$ cat config.mk
export PLATFORM = sky130hd
export DESIGN_NAME = fault_aware_tag_ctrl
export DESIGN_NICKNAME = d
export VERILOG_FILES = /design/src/rtl/fatc_pkg.sv /design/src/rtl/fatc_tag_match.sv /design/src/rtl/fatc_victim.sv /design/src/rtl/fault_aware_tag_ctrl.sv
export SDC_FILE = /design/constraint.sdc
export NUM_CORES = 2
export LEC_CHECK = 0
export ABC_AREA = 1
export CORE_MARGIN = 5
export CORE_UTILIZATION = 65
export DETAILED_ROUTE_END_ITERATION = 16
export HOLD_SLACK_MARGIN = 0.03
export PLACE_DENSITY = 0.82
export SYNTH_ARGS = -nofsm -noshare
export SYNTH_HDL_FRONTEND = slang
export SYNTH_HIERARCHICAL = 1
export SYNTH_SLANG_ARGS = --single-unit
$ cat constraint.sdc
create_clock -name clk -period 7.5 [get_ports clk]
set_input_delay 1.125 -clock clk [delete_from_list [all_inputs] [get_ports clk]]
set_output_delay 1.125 -clock clk [all_outputs]
set_load 0.02 [all_outputs]
$ cat src/rtl/fatc_pkg.sv
package fatc_pkg;
    typedef enum logic [1:0] {
        CFG_INVAL  = 2'b00,
        CFG_FAULT  = 2'b01,
        CFG_LOCK   = 2'b10,
        CFG_UNLOCK = 2'b11
    } cfg_op_e;
endpackage

$ cat src/rtl/fatc_tag_match.sv
module fatc_tag_match #(
    parameter int WAYS  = 4,
    parameter int TAG_W = 8,
    localparam int WAY_W = $clog2(WAYS)
) (
    input  logic                        clk,
    input  logic                        rst_n,
    input  logic [WAYS-1:0]             valid_vec,
    input  logic [WAYS-1:0][TAG_W-1:0]  tags,
    input  logic [TAG_W-1:0]            look_tag,
    output logic                        hit,
    output logic [WAY_W-1:0]            hit_way
);
    logic [WAYS-1:0] match_vec;

    for (genvar g = 0; g < WAYS; g++) begin : g_cmp
        assign match_vec[g] = valid_vec[g] && (tags[g] == look_tag);
    end

    always_comb begin
        hit_way = '0;
        for (int i = WAYS - 1; i >= 0; i--) begin
            if (match_vec[i]) hit_way = WAY_W'(i);
        end
    end
    assign hit = |match_vec;


    one_match_chk: assert property (@(posedge clk) disable iff (!rst_n)
        $onehot0(match_vec));

    hit_on_valid_chk: assert property (@(posedge clk) disable iff (!rst_n)
        hit |-> valid_vec[hit_way]);
endmodule

$ cat src/rtl/fatc_victim.sv
module fatc_victim #(
    parameter int WAYS = 4,
    localparam int WAY_W = $clog2(WAYS)
) (
    input  logic              clk,
    input  logic              rst_n,
    input  logic [WAYS-1:0]   valid_vec,
    input  logic [WAYS-1:0]   lock_vec,
    input  logic [WAY_W-1:0]  ptr,
    output logic              found,
    output logic [WAY_W-1:0]  victim
);
    logic [WAYS-1:0] free_vec;
    logic [WAYS-1:0] usable_vec;
    logic [WAYS-1:0] pick_mask;

    assign usable_vec = ~lock_vec;
    assign free_vec   = ~lock_vec & ~valid_vec;
    assign pick_mask  = (|free_vec) ? free_vec : usable_vec;
    assign found      = |usable_vec;

    always_comb begin
        logic [WAY_W-1:0] idx;
        victim = '0;
        for (int i = WAYS - 1; i >= 0; i--) begin
            idx = ptr + WAY_W'(i);
            if (pick_mask[idx]) victim = idx;
        end
    end


    victim_unlocked_chk: assert property (@(posedge clk) disable iff (!rst_n)
        found |-> !lock_vec[victim]);
endmodule

$ cat src/rtl/fault_aware_tag_ctrl.sv
module fault_aware_tag_ctrl
    import fatc_pkg::*;
#(
    parameter int SETS  = 16,
    parameter int WAYS  = 4,
    parameter int TAG_W = 8,
    localparam int SET_W = $clog2(SETS),
    localparam int WAY_W = $clog2(WAYS)
) (
    input  logic             clk,
    input  logic             rst_n,
    input  logic             req_valid,
    input  logic [SET_W-1:0] req_set,
    input  logic [TAG_W-1:0] req_tag,
    input  logic             cfg_valid,
    input  logic [1:0]       cfg_op,
    input  logic [SET_W-1:0] cfg_set,
    input  logic [WAY_W-1:0] cfg_way,
    output logic             rsp_valid,
    output logic             rsp_hit,
    output logic [WAY_W-1:0] rsp_way,
    output logic             rsp_noalloc,
    output logic             refill_valid,
    output logic [WAY_W-1:0] refill_way
);
    typedef struct packed {
        logic [SETS-1:0][WAYS-1:0]             valid;
        logic [SETS-1:0][WAYS-1:0]             lock;
        logic [SETS-1:0][WAYS-1:0][TAG_W-1:0]  tag;
        logic [SETS-1:0][WAY_W-1:0]            ptr;
        logic                                  rsp_valid;
        logic                                  rsp_hit;
        logic [WAY_W-1:0]                      rsp_way;
        logic                                  rsp_noalloc;
        logic                                  refill_valid;
        logic [WAY_W-1:0]                      refill_way;
    } state_t;

    state_t st_d, st_q;

    logic             lk_hit;
    logic [WAY_W-1:0] lk_way;
    logic             vc_found;
    logic [WAY_W-1:0] vc_way;

    fatc_tag_match #(.WAYS(WAYS), .TAG_W(TAG_W)) u_match (
        .clk       (clk),
        .rst_n     (rst_n),
        .valid_vec (st_q.valid[req_set]),
        .tags      (st_q.tag[req_set]),
        .look_tag  (req_tag),
        .hit       (lk_hit),
        .hit_way   (lk_way)
    );

    fatc_victim #(.WAYS(WAYS)) u_victim (
        .clk       (clk),
        .rst_n     (rst_n),
        .valid_vec (st_q.valid[req_set]),
        .lock_vec  (st_q.lock[req_set]),
        .ptr       (st_q.ptr[req_set]),
        .found     (vc_found),
        .victim    (vc_way)
    );

    always_comb begin
        st_d              = st_q;
        st_d.rsp_valid    = 1'b0;
        st_d.rsp_hit      = 1'b0;
        st_d.rsp_way      = '0;
        st_d.rsp_noalloc  = 1'b0;
        st_d.refill_valid = 1'b0;
        st_d.refill_way   = '0;
        if (cfg_valid) begin
            case (cfg_op_e'(cfg_op))
                CFG_INVAL: begin
                    st_d.valid[cfg_set][cfg_way] = 1'b0;
                    st_d.lock[cfg_set][cfg_way]  = 1'b0;
                end
                CFG_FAULT: begin
                    st_d.valid[cfg_set][cfg_way] = 1'b0;
                    st_d.lock[cfg_set][cfg_way]  = 1'b1;
                end
                CFG_LOCK:   st_d.lock[cfg_set][cfg_way] = 1'b1;
                CFG_UNLOCK: st_d.lock[cfg_set][cfg_way] = 1'b0;
                default: ;
            endcase
        end else if (req_valid) begin
            st_d.rsp_valid = 1'b1;
            if (lk_hit) begin
                st_d.rsp_hit = 1'b1;
                st_d.rsp_way = lk_way;
            end else if (vc_found) begin
                st_d.refill_valid            = 1'b1;
                st_d.refill_way              = vc_way;
                st_d.valid[req_set][vc_way]  = 1'b1;
                st_d.tag[req_set][vc_way]    = req_tag;
                st_d.ptr[req_set]            = vc_way + WAY_W'(1);
            end else begin
                st_d.rsp_noalloc = 1'b1;
            end
        end
    end

    always_ff @(posedge clk) begin
        if (!rst_n) st_q <= '0;
        else        st_q <= st_d;
    end

    assign rsp_valid    = st_q.rsp_valid;
    assign rsp_hit      = st_q.rsp_hit;
    assign rsp_way      = st_q.rsp_way;
    assign rsp_noalloc  = st_q.rsp_noalloc;
    assign refill_valid = st_q.refill_valid;
    assign refill_way   = st_q.refill_way;


    one_cycle_rsp_chk: assert property (@(posedge clk) disable iff (!rst_n)
        (req_valid && !cfg_valid) |=> rsp_valid);

    cfg_blocks_req_chk: assert property (@(posedge clk) disable iff (!rst_n)
        cfg_valid |=> !rsp_valid);

    hit_no_refill_chk: assert property (@(posedge clk) disable iff (!rst_n)
        rsp_hit |-> (!refill_valid && !rsp_noalloc));

    noalloc_clean_chk: assert property (@(posedge clk) disable iff (!rst_n)
        rsp_noalloc |-> (rsp_valid && !rsp_hit && !refill_valid));
endmodule

==> flow_metrics.env <==
export IMPL_pin_count=32
export IMPL_dp_cells=6708
export IMPL_synth_fp_nets=6295
export IMPL_syn_area_per_cell_um2=5.69
export IMPL_area_growth_pct=7.46
export IMPL_fp_dieW_um=244
export IMPL_p_int_mw=5.86
export IMPL_grt_start_max_net_pins=224
export IMPL_cts_clk_slew_worst_paths_ns=0.06
export IMPL_layout_common_cells="3,059 x nand2_1, 1,177 x nor2_1, 680 x dfxtp_1"
export IMPL_start_util=0.659
export IMPL_rsz0062_at_grt="no"
export IMPL_first_iter_violations=4918
export IMPL_setup_tns_ns=0
export IMPL_grt_pass1_vias=32300
export IMPL_pwr_share_comb=0.066
export IMPL_slew_headroom=0.268
export IMPL_critPathCaptureType="flop"
export IMPL_hold_violations=0
export IMPL_drive_above_1_share=0.0446
export IMPL_fmax_mhz=164
export IMPL_clockBufferDepth=3
export IMPL_cts_sinks=680
export IMPL_clkPwrFrac=0.468
export IMPL_finalCriticalPeriod_ns=6.12
export IMPL_min_path_type="flop to flop"
export IMPL_cp_arrival_ns=6.62
export IMPL_fin_crit_sh=0.815
export IMPL_outcome="finished clean"
export IMPL_routedWlPerCell_um=16.8
export IMPL_layout_commonest_cell="nand2_1"
export IMPL_swShare=0.249
export IMPL_post_cts_buffers=0
export IMPL_path_max_fanout=77
export IMPL_drtAntennaViolNets=0
export IMPL_grt_pass1_wl_um=180000
export IMPL_route_detailed_drc=0
export IMPL_seq_area_frac_synth=0.382
export IMPL_synth_cell_types=37
export IMPL_grtUsageTotal=0.374
export IMPL_critPathLaunchType="primary input"
export IMPL_cts_tree="yes"
export IMPL_ys_ff_latch=680
export IMPL_grt_ovfl_total=0
export IMPL_power_mw=7.80
export IMPL_pwr_share_seq=0.466
export IMPL_drv_slew=0
export IMPL_vias_per_cell=5.38
export IMPL_final_setup_viol_count=0
export IMPL_numCtsBuffers=72
export IMPL_p_sw_mw=1.95
export IMPL_h_tree_depth=3
export IMPL_required_ns=8.00
export IMPL_tightest_slew_ns=1.10
export IMPL_dp_hpwl_um=71900
export IMPL_skew_ns=0.0198
export IMPL_die_y_um=244
export IMPL_antenna_found_initial=2
export IMPL_place_congestion=1.03
export IMPL_postSynthCellCount=6264
export IMPL_synthesis_area_um2=35700
export IMPL_power_density_nw_per_um2=204
export IMPL_core_um2=54100
export IMPL_yosys_warnings=6
export IMPL_leakage_nw=19.6
export IMPL_port_buffers=31
export IMPL_cts_hold_buf=0
export IMPL_nets=6117
export IMPL_wl_um=115000
export IMPL_maxCapViolCount=0
export IMPL_via_count=36800
export IMPL_insertion_delay_ns=0.62
export IMPL_clock_root_buffer="clkbuf_16"
export IMPL_worstSetupPathType="primary input to flop"
export IMPL_rows=85
export IMPL_first_pass_iters=6
export IMPL_cts_resized_gates=0
export IMPL_final_cells=6836
export IMPL_vdd_ir_drop_max_uv=236
export IMPL_dieArea_um2=59600
==> power groups by stage <==
stage               Combinational (mW)  Sequential (mW)  Clock [mW]
floorplan                        0.316             3.71           0
global placement                 0.490             3.72           0
detailed placement               0.492             3.72           0
CTS                              0.493             3.64        3.67
global route                     0.537             3.64        3.83
finish                           0.512             3.64        3.65
==> layer usage <==
metal	GRT usage	vias to the layer above	part of all wire
met5	0	-	0.00010
met4	0.151	2	0.045
met3	0.0771	317	0.12
met2	0.565	1935	0.43
met1	0.525	16400	0.41
li1	-	18100	-
==> cell type report <==
| cell class | instances | area (um^2) |
|---|---|---|
| multi-input cells | 4713 | 18600 |
| fillers | 4919 | 15800 |
| flip-flops and latches | 680 | 13600 |
| clock buffers | 109 | 2170 |
| inverters | 521 | 1970 |
| repair buffers | 98 | 872 |
| well taps | 696 | 871 |
| clock inverters | 18 | 216 |
| diodes | 1 | 2.50 |
==> path summary, 6_finish.rpt <==
check,slack (ns),start,end,cells past startpoint
max,1.38,req_set[0],st_q[345],26
min reg2reg,0.46,st_q[616],st_q[616],2
max reg2reg,2.93,st_q[660],st_q[521],27
min,0.46,st_q[616],st_q[616],2
==> worst max-delay path, stage by stage <==
cell and delay [ns]:
buf_8 0.42, inv_8 0.34, buf_4 0.31, buf_4 0.23, nand2_1 0.09, nand2_1 0.05, nand2_1 0.05, nand2_1 0.10
nand2_1 0.07, nand2_1 0.09, inv_1 0.06, nand2_1 0.10, inv_1 0.13, a21boi_0 0.26, nand2_1 0.17, nor2_1 0.05
nand3_1 0.11, nor2b_1 0.18, nand2_1 0.20, nor2_1 0.17, nand2_2 0.25, buf_4 0.33, nor2_1 0.51, nand3_1 0.75
nor2_1 0.28, nor2_1 0.07
==> state kept, by name, summed over array words and instances (netlist names), named ones only <==
name,cells
refill_way,2
st_q,608
rsp_hit,1
rsp_valid,1
rsp_noalloc,1
refill_valid,1
rsp_way,2
==> per-stage QoR <==
| step | worst slack [ns] | utilization | cell area [um^2] | hold WS (ns) |
|---|---|---|---|---|
| 6_report | 1.38 | 0.708 | 38300 | 0.461 |
| 3_3_place_gp | 0.946 | 0.664 | 35900 | 0.448 |
| 4_1_cts | 1.66 | 0.708 | 38300 | 0.462 |
| 5_1_grt | 1.17 | 0.708 | 38300 | 0.483 |
| 2_1_floorplan | 2.90 | - | 35700 | 0.439 |
| 3_5_place_dp | 1.02 | 0.664 | 35900 | 0.455 |
==> cell families (layout without fill, tap and decap cells) <==
| group | after synthesis | count (layout) | synth area share |
|---|---|---|---|
| simple gates | 4465 | 4465 | 0.483 |
| other cells | 0 | 1 | 0 |
| compound gates | 232 | 232 | 0.0336 |
| xor+xnor | 9 | 9 | 0.00221 |
| buf+inv | 871 | 746 | 0.0973 |
| fa+ha+maj | 7 | 7 | 0.00246 |
| flops | 680 | 680 | 0.382 |
==> synthesized netlist by cell type, drive strengths merged <==
library cell | n | share of area
a21boi | 3 | 0.00074
o22ai | 1 | 0.00018
nor2 | 1213 | 0.13
ha | 7 | 0.0025
nand3 | 82 | 0.012
o21bai | 8 | 0.0017
clkinv | 11 | 0.0012
a21oi | 98 | 0.014
nand3b | 5 | 0.0011
xor2 | 3 | 0.00074
o21ai | 122 | 0.017
nor3b | 1 | 0.00021
or2 | 2 | 0.00035
inv | 510 | 0.054
buf | 146 | 0.021
nor3 | 68 | 0.0095
nand2 | 3087 | 0.33
clkbuf | 204 | 0.021
nor4 | 1 | 0.00018
nand4 | 3 | 0.00053
and3 | 2 | 0.00035
nor2b | 1 | 0.00018
dfxtp | 680 | 0.38
xnor2 | 6 | 0.0015
No activity file was read; power rests on OpenSTA's default activity.
